$ cat src/rtl/gfx_pkg.sv
package gfx_pkg;
  localparam int PLANES = 4;
  localparam int BYTE_W = 8;
  localparam int BUS_W  = PLANES * BYTE_W;
  localparam int IDX_W  = 4;

  typedef enum logic [1:0] {
    WM_COMBINE = 2'd0,
    WM_LATCH   = 2'd1,
    WM_EXPAND  = 2'd2,
    WM_MASKED  = 2'd3
  } wmode_e;

  typedef enum logic [1:0] {
    OP_PASS = 2'd0,
    OP_AND  = 2'd1,
    OP_OR   = 2'd2,
    OP_XOR  = 2'd3
  } aluop_e;

  localparam logic [IDX_W-1:0] IX_MODE    = 4'd0;
  localparam logic [IDX_W-1:0] IX_ROTOP   = 4'd1;
  localparam logic [IDX_W-1:0] IX_BITMASK = 4'd2;
  localparam logic [IDX_W-1:0] IX_PLANEEN = 4'd3;
  localparam logic [IDX_W-1:0] IX_COLOUR  = 4'd4;
  localparam logic [IDX_W-1:0] IX_SUBEN   = 4'd5;
  localparam logic [IDX_W-1:0] IX_RDPLANE = 4'd6;
  localparam logic [IDX_W-1:0] IX_CMPCOL  = 4'd7;
  localparam logic [IDX_W-1:0] IX_CMPMASK = 4'd8;

  typedef struct packed {
    wmode_e              wmode;
    logic                rmode;
    logic [2:0]          rot;
    aluop_e              op;
    logic [BYTE_W-1:0]   bitmask;
    logic [PLANES-1:0]   plane_en;
    logic [PLANES-1:0]   colour;
    logic [PLANES-1:0]   sub_en;
    logic [1:0]          rd_plane;
    logic [PLANES-1:0]   cmp_col;
    logic [PLANES-1:0]   cmp_mask;
  } gfx_cfg_t;

  function automatic logic [BYTE_W-1:0] rotr8(input logic [BYTE_W-1:0] v,
                                              input logic [2:0] n);
    logic [2*BYTE_W-1:0] dbl;
    dbl = {v, v} >> n;
    return dbl[BYTE_W-1:0];
  endfunction
endpackage

$ cat src/rtl/gfx_regs.sv
module gfx_regs
  import gfx_pkg::*;
(
  input  logic              clk,
  input  logic              rst,
  input  logic              reg_wr,
  input  logic              reg_sel,
  input  logic [BYTE_W-1:0] reg_wdata,
  output gfx_cfg_t          cfg
);
  logic [IDX_W-1:0] idx_q;

  always_ff @(posedge clk) begin
    if (rst) begin
      idx_q        <= '0;
      cfg.wmode    <= WM_COMBINE;
      cfg.rmode    <= 1'b0;
      cfg.rot      <= '0;
      cfg.op       <= OP_PASS;
      cfg.bitmask  <= '1;
      cfg.plane_en <= '1;
      cfg.colour   <= '0;
      cfg.sub_en   <= '0;
      cfg.rd_plane <= '0;
      cfg.cmp_col  <= '0;
      cfg.cmp_mask <= '1;
    end else if (reg_wr && !reg_sel) begin
      idx_q <= reg_wdata[IDX_W-1:0];
    end else if (reg_wr && reg_sel) begin
      case (idx_q)
        IX_MODE: begin
          cfg.wmode <= wmode_e'(reg_wdata[1:0]);
          cfg.rmode <= reg_wdata[3];
        end
        IX_ROTOP: begin
          cfg.rot <= reg_wdata[2:0];
          cfg.op  <= aluop_e'(reg_wdata[4:3]);
        end
        IX_BITMASK: cfg.bitmask  <= reg_wdata;
        IX_PLANEEN: cfg.plane_en <= reg_wdata[PLANES-1:0];
        IX_COLOUR:  cfg.colour   <= reg_wdata[PLANES-1:0];
        IX_SUBEN:   cfg.sub_en   <= reg_wdata[PLANES-1:0];
        IX_RDPLANE: cfg.rd_plane <= reg_wdata[1:0];
        IX_CMPCOL:  cfg.cmp_col  <= reg_wdata[PLANES-1:0];
        IX_CMPMASK: cfg.cmp_mask <= reg_wdata[PLANES-1:0];
        default: ;
      endcase
    end
  end
endmodule

$ cat src/rtl/gfx_plane_alu.sv
module gfx_plane_alu
  import gfx_pkg::*;
(
  input  wmode_e            wmode,
  input  aluop_e            op,
  input  logic [BYTE_W-1:0] rot_cpu,
  input  logic              cpu_bit,
  input  logic              colour_bit,
  input  logic              sub_bit,
  input  logic [BYTE_W-1:0] bitmask,
  input  logic [BYTE_W-1:0] latch_byte,
  output logic [BYTE_W-1:0] out_byte
);
  logic [BYTE_W-1:0] src, alu, eff_mask;

  always_comb begin
    case (wmode)
      WM_COMBINE: src = sub_bit ? {BYTE_W{colour_bit}} : rot_cpu;
      WM_EXPAND:  src = {BYTE_W{cpu_bit}};
      WM_MASKED:  src = {BYTE_W{colour_bit}};
      default:    src = latch_byte;
    endcase

    case (op)
      OP_AND:  alu = src & latch_byte;
      OP_OR:   alu = src | latch_byte;
      OP_XOR:  alu = src ^ latch_byte;
      default: alu = src;
    endcase

    eff_mask = (wmode == WM_MASKED) ? (rot_cpu & bitmask) : bitmask;

    if (wmode == WM_LATCH) out_byte = latch_byte;
    else                   out_byte = (alu & eff_mask) | (latch_byte & ~eff_mask);
  end
endmodule

$ cat src/rtl/gfx_read_path.sv
module gfx_read_path
  import gfx_pkg::*;
(
  input  logic              clk,
  input  logic              rst,
  input  logic              rd_issued,
  input  logic [BUS_W-1:0]  mem_rdata,
  input  logic              rmode,
  input  logic [1:0]        rd_plane,
  input  logic [PLANES-1:0] cmp_col,
  input  logic [PLANES-1:0] cmp_mask,
  output logic [BUS_W-1:0]  latch_q,
  output logic [BYTE_W-1:0] rdata_q,
  output logic              rvalid_q
);
  logic              ret_q;
  logic [BYTE_W-1:0] cmp_byte;
  logic [BYTE_W-1:0] sel_byte;

  always_comb begin
    for (int i = 0; i < BYTE_W; i++) begin
      cmp_byte[i] = 1'b1;
      for (int p = 0; p < PLANES; p++) begin
        if (cmp_mask[p] && (mem_rdata[p*BYTE_W+i] != cmp_col[p]))
          cmp_byte[i] = 1'b0;
      end
    end
    sel_byte = mem_rdata[rd_plane*BYTE_W +: BYTE_W];
  end

  always_ff @(posedge clk) begin
    if (rst) begin
      ret_q    <= 1'b0;
      latch_q  <= '0;
      rdata_q  <= '0;
      rvalid_q <= 1'b0;
    end else begin
      ret_q    <= rd_issued;
      rvalid_q <= ret_q;
      if (ret_q) begin
        latch_q <= mem_rdata;
        rdata_q <= rmode ? cmp_byte : sel_byte;
      end
    end
  end
endmodule

$ cat src/rtl/planar_gfx_wr.sv
module planar_gfx_wr
  import gfx_pkg::*;
#(
  parameter int AW = 8
) (
  input  logic          clk,
  input  logic          rst,
  input  logic          reg_wr,
  input  logic          reg_sel,
  input  logic [7:0]    reg_wdata,
  input  logic          cpu_rd,
  input  logic          cpu_wr,
  input  logic [AW-1:0] cpu_addr,
  input  logic [7:0]    cpu_wdata,
  output logic [7:0]    cpu_rdata,
  output logic          cpu_rvalid,
  output logic          mem_rd,
  output logic          mem_wr,
  output logic [AW-1:0] mem_addr,
  output logic [31:0]   mem_wdata,
  output logic [3:0]    mem_be,
  input  logic [31:0]   mem_rdata
);
  gfx_cfg_t          cfg;
  logic [BUS_W-1:0]  latch_q;
  logic [BUS_W-1:0]  wr_bytes;
  logic [BYTE_W-1:0] rot_cpu;
  logic [PLANES-1:0] plane_en;
  logic [BYTE_W-1:0] bitmask;
  wmode_e            wmode;

  assign plane_en = cfg.plane_en;
  assign bitmask  = cfg.bitmask;
  assign wmode    = cfg.wmode;
  assign rot_cpu  = rotr8(cpu_wdata, cfg.rot);

  gfx_regs u_regs (
    .clk       (clk),
    .rst       (rst),
    .reg_wr    (reg_wr),
    .reg_sel   (reg_sel),
    .reg_wdata (reg_wdata),
    .cfg       (cfg)
  );

  for (genvar p = 0; p < PLANES; p++) begin : g_plane
    gfx_plane_alu u_alu (
      .wmode      (cfg.wmode),
      .op         (cfg.op),
      .rot_cpu    (rot_cpu),
      .cpu_bit    (cpu_wdata[p]),
      .colour_bit (cfg.colour[p]),
      .sub_bit    (cfg.sub_en[p]),
      .bitmask    (cfg.bitmask),
      .latch_byte (latch_q[p*BYTE_W +: BYTE_W]),
      .out_byte   (wr_bytes[p*BYTE_W +: BYTE_W])
    );
  end

  gfx_read_path u_rd (
    .clk       (clk),
    .rst       (rst),
    .rd_issued (mem_rd),
    .mem_rdata (mem_rdata),
    .rmode     (cfg.rmode),
    .rd_plane  (cfg.rd_plane),
    .cmp_col   (cfg.cmp_col),
    .cmp_mask  (cfg.cmp_mask),
    .latch_q   (latch_q),
    .rdata_q   (cpu_rdata),
    .rvalid_q  (cpu_rvalid)
  );

  always_ff @(posedge clk) begin
    if (rst) begin
      mem_rd    <= 1'b0;
      mem_wr    <= 1'b0;
      mem_addr  <= '0;
      mem_wdata <= '0;
      mem_be    <= '0;
    end else begin
      mem_rd <= cpu_rd;
      mem_wr <= cpu_wr && !cpu_rd;
      if (cpu_rd || cpu_wr) mem_addr <= cpu_addr;
      if (cpu_wr && !cpu_rd) begin
        mem_wdata <= wr_bytes;
        mem_be    <= plane_en;
      end
    end
  end
endmodule

$ cat config.mk
export PLATFORM = sky130hd
export DESIGN_NAME = planar_gfx_wr
export DESIGN_NICKNAME = d
export VERILOG_FILES = /design/src/rtl/gfx_pkg.sv /design/src/rtl/gfx_regs.sv /design/src/rtl/gfx_plane_alu.sv /design/src/rtl/gfx_read_path.sv /design/src/rtl/planar_gfx_wr.sv
export SDC_FILE = /design/constraint.sdc
export NUM_CORES = 1
export LEC_CHECK = 0
export CELL_PAD_IN_SITES_DETAIL_PLACEMENT = 1
export CELL_PAD_IN_SITES_GLOBAL_PLACEMENT = 1
export CORE_MARGIN = 2
export CORE_UTILIZATION = 30
export CTS_CLUSTER_SIZE = 28
export DETAILED_ROUTE_END_ITERATION = 6
export GPL_ROUTABILITY_DRIVEN = 0
export PLACE_DENSITY = 0.57
export SLEW_MARGIN = 20
export SYNTH_ARGS = -nofsm -noshare
export SYNTH_HDL_FRONTEND = slang
export SYNTH_SLANG_ARGS = --single-unit
export TNS_END_PERCENT = 10
$ cat constraint.sdc
create_clock -name clk -period 4.35 [get_ports clk]
set_input_delay 1.305 -clock clk [delete_from_list [all_inputs] [get_ports clk]]
set_output_delay 1.305 -clock clk [all_outputs]
set_load 0.02 [all_outputs]
==> results.ini <==
[status]
status = finished clean

[global_routing]
grt_max_degree = 83
antenna_found_initial = 0
grt_pass1_vias = 8481
grt_pass1_wl_mm = 49.51
track_usage = 0.2098
grt-ovfl-total = 0

[synth]
synth_enable_flop_cells = 0
async_reset_ff_frac = 0
yosys.cell_count.top_type = dfxtp_1
ys_ff_latch = 130
yosys-top-cells-count = dfxtp_1 (130), a21oi_1 (113), nor2_1 (109), o21ai_0 (94), clkbuf_1 (65)
netlist_instances = 1043
synth.top_cell.area_share = 0.3030
syn_nets = 1137
synth_top_area_cell = dfxtp_1
synth.avg_cell_area_um2 = 8.235
yosysWarningCount = 0
syn_area_um2 = 8589
yosys-top-cells-area = dfxtp_1 (30%), mux2i_1 (7.1%), a21oi_1 (6.6%), o21ai_0 (5.5%), nor2_1 (4.8%)
netlist-cell-type-count = 57
synthFlopType = dfxtp_1
synth_seq_area_share = 0.3030

[run]
drv_cap = 0

[pwr]
vdd_drop_max_mv = 0.2449
power-per-cell-area_nw_per_um2 = 337.6
p_leak_nw = 4.136

[sta]
min_period_over_period = 0.8396
grt_setup_unrepaired = no
finalSetupTns_ps = 0
worst_slew_pin_slew_ps = 1004
fmax_mhz = 273.8
max_slew_margin = 0.3305
fin_crit_ps = 3652
fin_worst_skew_ps = 16.47
finalMaxSlewViolations = 0
fin_ws_ps = 697.8
finalHoldViolCount = 0
setup_violations = 0

[placed_design]
numPortBuffers = 116
post-dp-hpwl_mm = 21.92
dp_worst_setup_slack_ps = 248.7
dp_cells = 1477

[route]
drt_first_iter_violations = 436
drtPass1Iterations = 4
route.detailed.drc = 0
ant_nets = 0
vias = 8230
routed_wl_mm = 31.35
routed_via_density = 5.454
wl_per_cell_um = 20.78

[setup_path]
crit_type = primary input to flop
cp_slowest_cell = clkdlybuf4s50_1
cp.buffers_inverters = 1
arrival_ps = 4000
crit_path_max_fanout = 4
timing.reg2reg.setup_slack_ps = 1230
cp_common_cell = a21oi_1
cp-start-kind = primary input
cpLargestDelayFamily = compound AO/OA/AOI/OAI gates
crit_chain = clkdlybuf4s50_1 > mux2_2 > mux4_2 > o21ai_0 > a21oi_1 > ha_1 > a21oi_1 > o221a_2 > o21a_1 > o32ai_1
crit_path_max_incr_delay_ps = 510
worst-endpoint-required_ps = 4700
crit_path_end_kind = flop

[clock_tree]
clk_pin_slew_worst_paths_ps = 80
cts_num_sinks = 130
post_cts_resized = 0
ctsHoldBuffers = 0
ctsRootBufferMaster = clkbuf_16
cts.htree.levels = 4
cts_setup_buffers = 0
cts_tree = built
cts_buffers = 17
cts_buffer_depth = 2
clkLatencyLatePin_ps = 440

[die]
dieHeight_um = 173.2
core_um2 = 28010
top_level_ports = 117
row_count = 61
dieArea_um2 = 30000
die_w_um = 173.2
initial_utilization = 0.3067

[cells_and_area]
antennaDiodeCount = 0
finalNonFillerCells = 1509
area_growth_pct = 24.24
fin_nets = 1212
drive_above_1_share = 0.1008

[hold_path]
hp-class = flop to flop

cells by family after synthesis:
| logic type | after synthesis | share of synthesized area |
|---|---|---|
| and+or+nand+nor | 278 | 0.1610 |
| DFF | 130 | 0.3030 |
| muxes | 81 | 0.1183 |
| xor gates and xnor gates | 32 | 0.03263 |
| buffers and inverters | 96 | 0.04719 |
| AOI/OAI and AO/OA | 394 | 0.2913 |
| adders and majority gates | 32 | 0.04661 |
where the power goes:
group / switching [mW] / internal [mW] / leakage (nW)
combinational: 0.375 / 0.328 / 2.77
sequential: 0.0781 / 1.26 / 1.07
clock: 0.684 / 0.878 / 0.297
placed cells by master (no fill, tap or decap), drive strengths merged, types with 12 or more instances in the layout:
cell type	netlist	routed
mux2i	61	61
nand2	48	48
buf	17	25
dfxtp	130	130
a31oi	32	32
nand2b	19	19
o21bai	30	30
clkdlybuf4s50	0	115
a211o	16	16
o22ai	21	21
o32ai	12	12
inv	12	21
a22oi	16	16
clkbuf	66	17
nor2	109	109
mux4	16	16
xor2	32	32
or2	13	13
nor2b	48	48
a21oi	113	113
a21o	15	15
o21ai	94	94
a211oi	19	19
ha	32	32
state kept, by name, summed over array words and instances, names as in the netlist:
signal / cells
mem_addr: 8
mem_be: 4
mem_rd: 1
mem_wdata: 32
mem_wr: 1
u_rd.latch_q: 32
u_rd.rdata_q: 8
u_rd.ret_q: 1
u_rd.rvalid_q: 1
u_regs.cfg: 38
u_regs.idx_q: 4
path summary, 6_finish.rpt:
path                               startpoint  depth (start not counted)                          to
setup / recovery                 cpu_wdata[3]                         10  mem_wdata[15]$_SDFFE_PP0P_
hold / removal    u_regs.cfg[20]$_SDFFE_PP1P_                          2      mem_be[2]$_SDFFE_PP0P_
setup reg to reg  u_regs.cfg[37]$_SDFFE_PP0P_                          9  mem_wdata[31]$_SDFFE_PP0P_
hold reg to reg   u_regs.cfg[20]$_SDFFE_PP1P_                          2      mem_be[2]$_SDFFE_PP0P_
worst register-to-register path, cell delays in order, from the launching register on:
cell	delay, ps
dfxtp_1	830
nand2b_2	690
buf_4	260
nor2_1	60
a211oi_2	290
ha_1	290
mux2i_1	190
o21ai_0	110
o211ai_1	200
a21oi_1	90
layer usage:
metal | GRT usage | vias to the layer above | wire (um)
met5 | 0 | - | 0
met4 | 0.06144 | 0 | 623
met3 | 0.02654 | 37 | 739
met2 | 0.3537 | 127 | 15000
met1 | 0.2807 | 4101 | 14980
li1 | - | 3965 | -
final cells by class:
class | instances | area, um2
clock buffers | 17 | 425.4
clock inverters | 15 | 191.4
fillers | 3295 | 17340
inverters | 12 | 45.04
multi-input cells | 817 | 5592
flip-flops and latches | 130 | 2606
well taps | 378 | 473.0
repair buffers | 140 | 1339
stage by stage:
stage	power, mW	cell area (um2)	utilization	hold WS (ps)
floorplan	1.752	8589	-	427.3
global placement	2.062	10050	0.3590	438.1
detailed placement	2.070	10050	0.3590	444.1
CTS	3.648	10670	0.3810	446.5
global route	3.758	10670	0.3810	470.2
finish	3.603	10670	0.3810	440.8
Note: power is estimated with default switching activity, not from simulation.
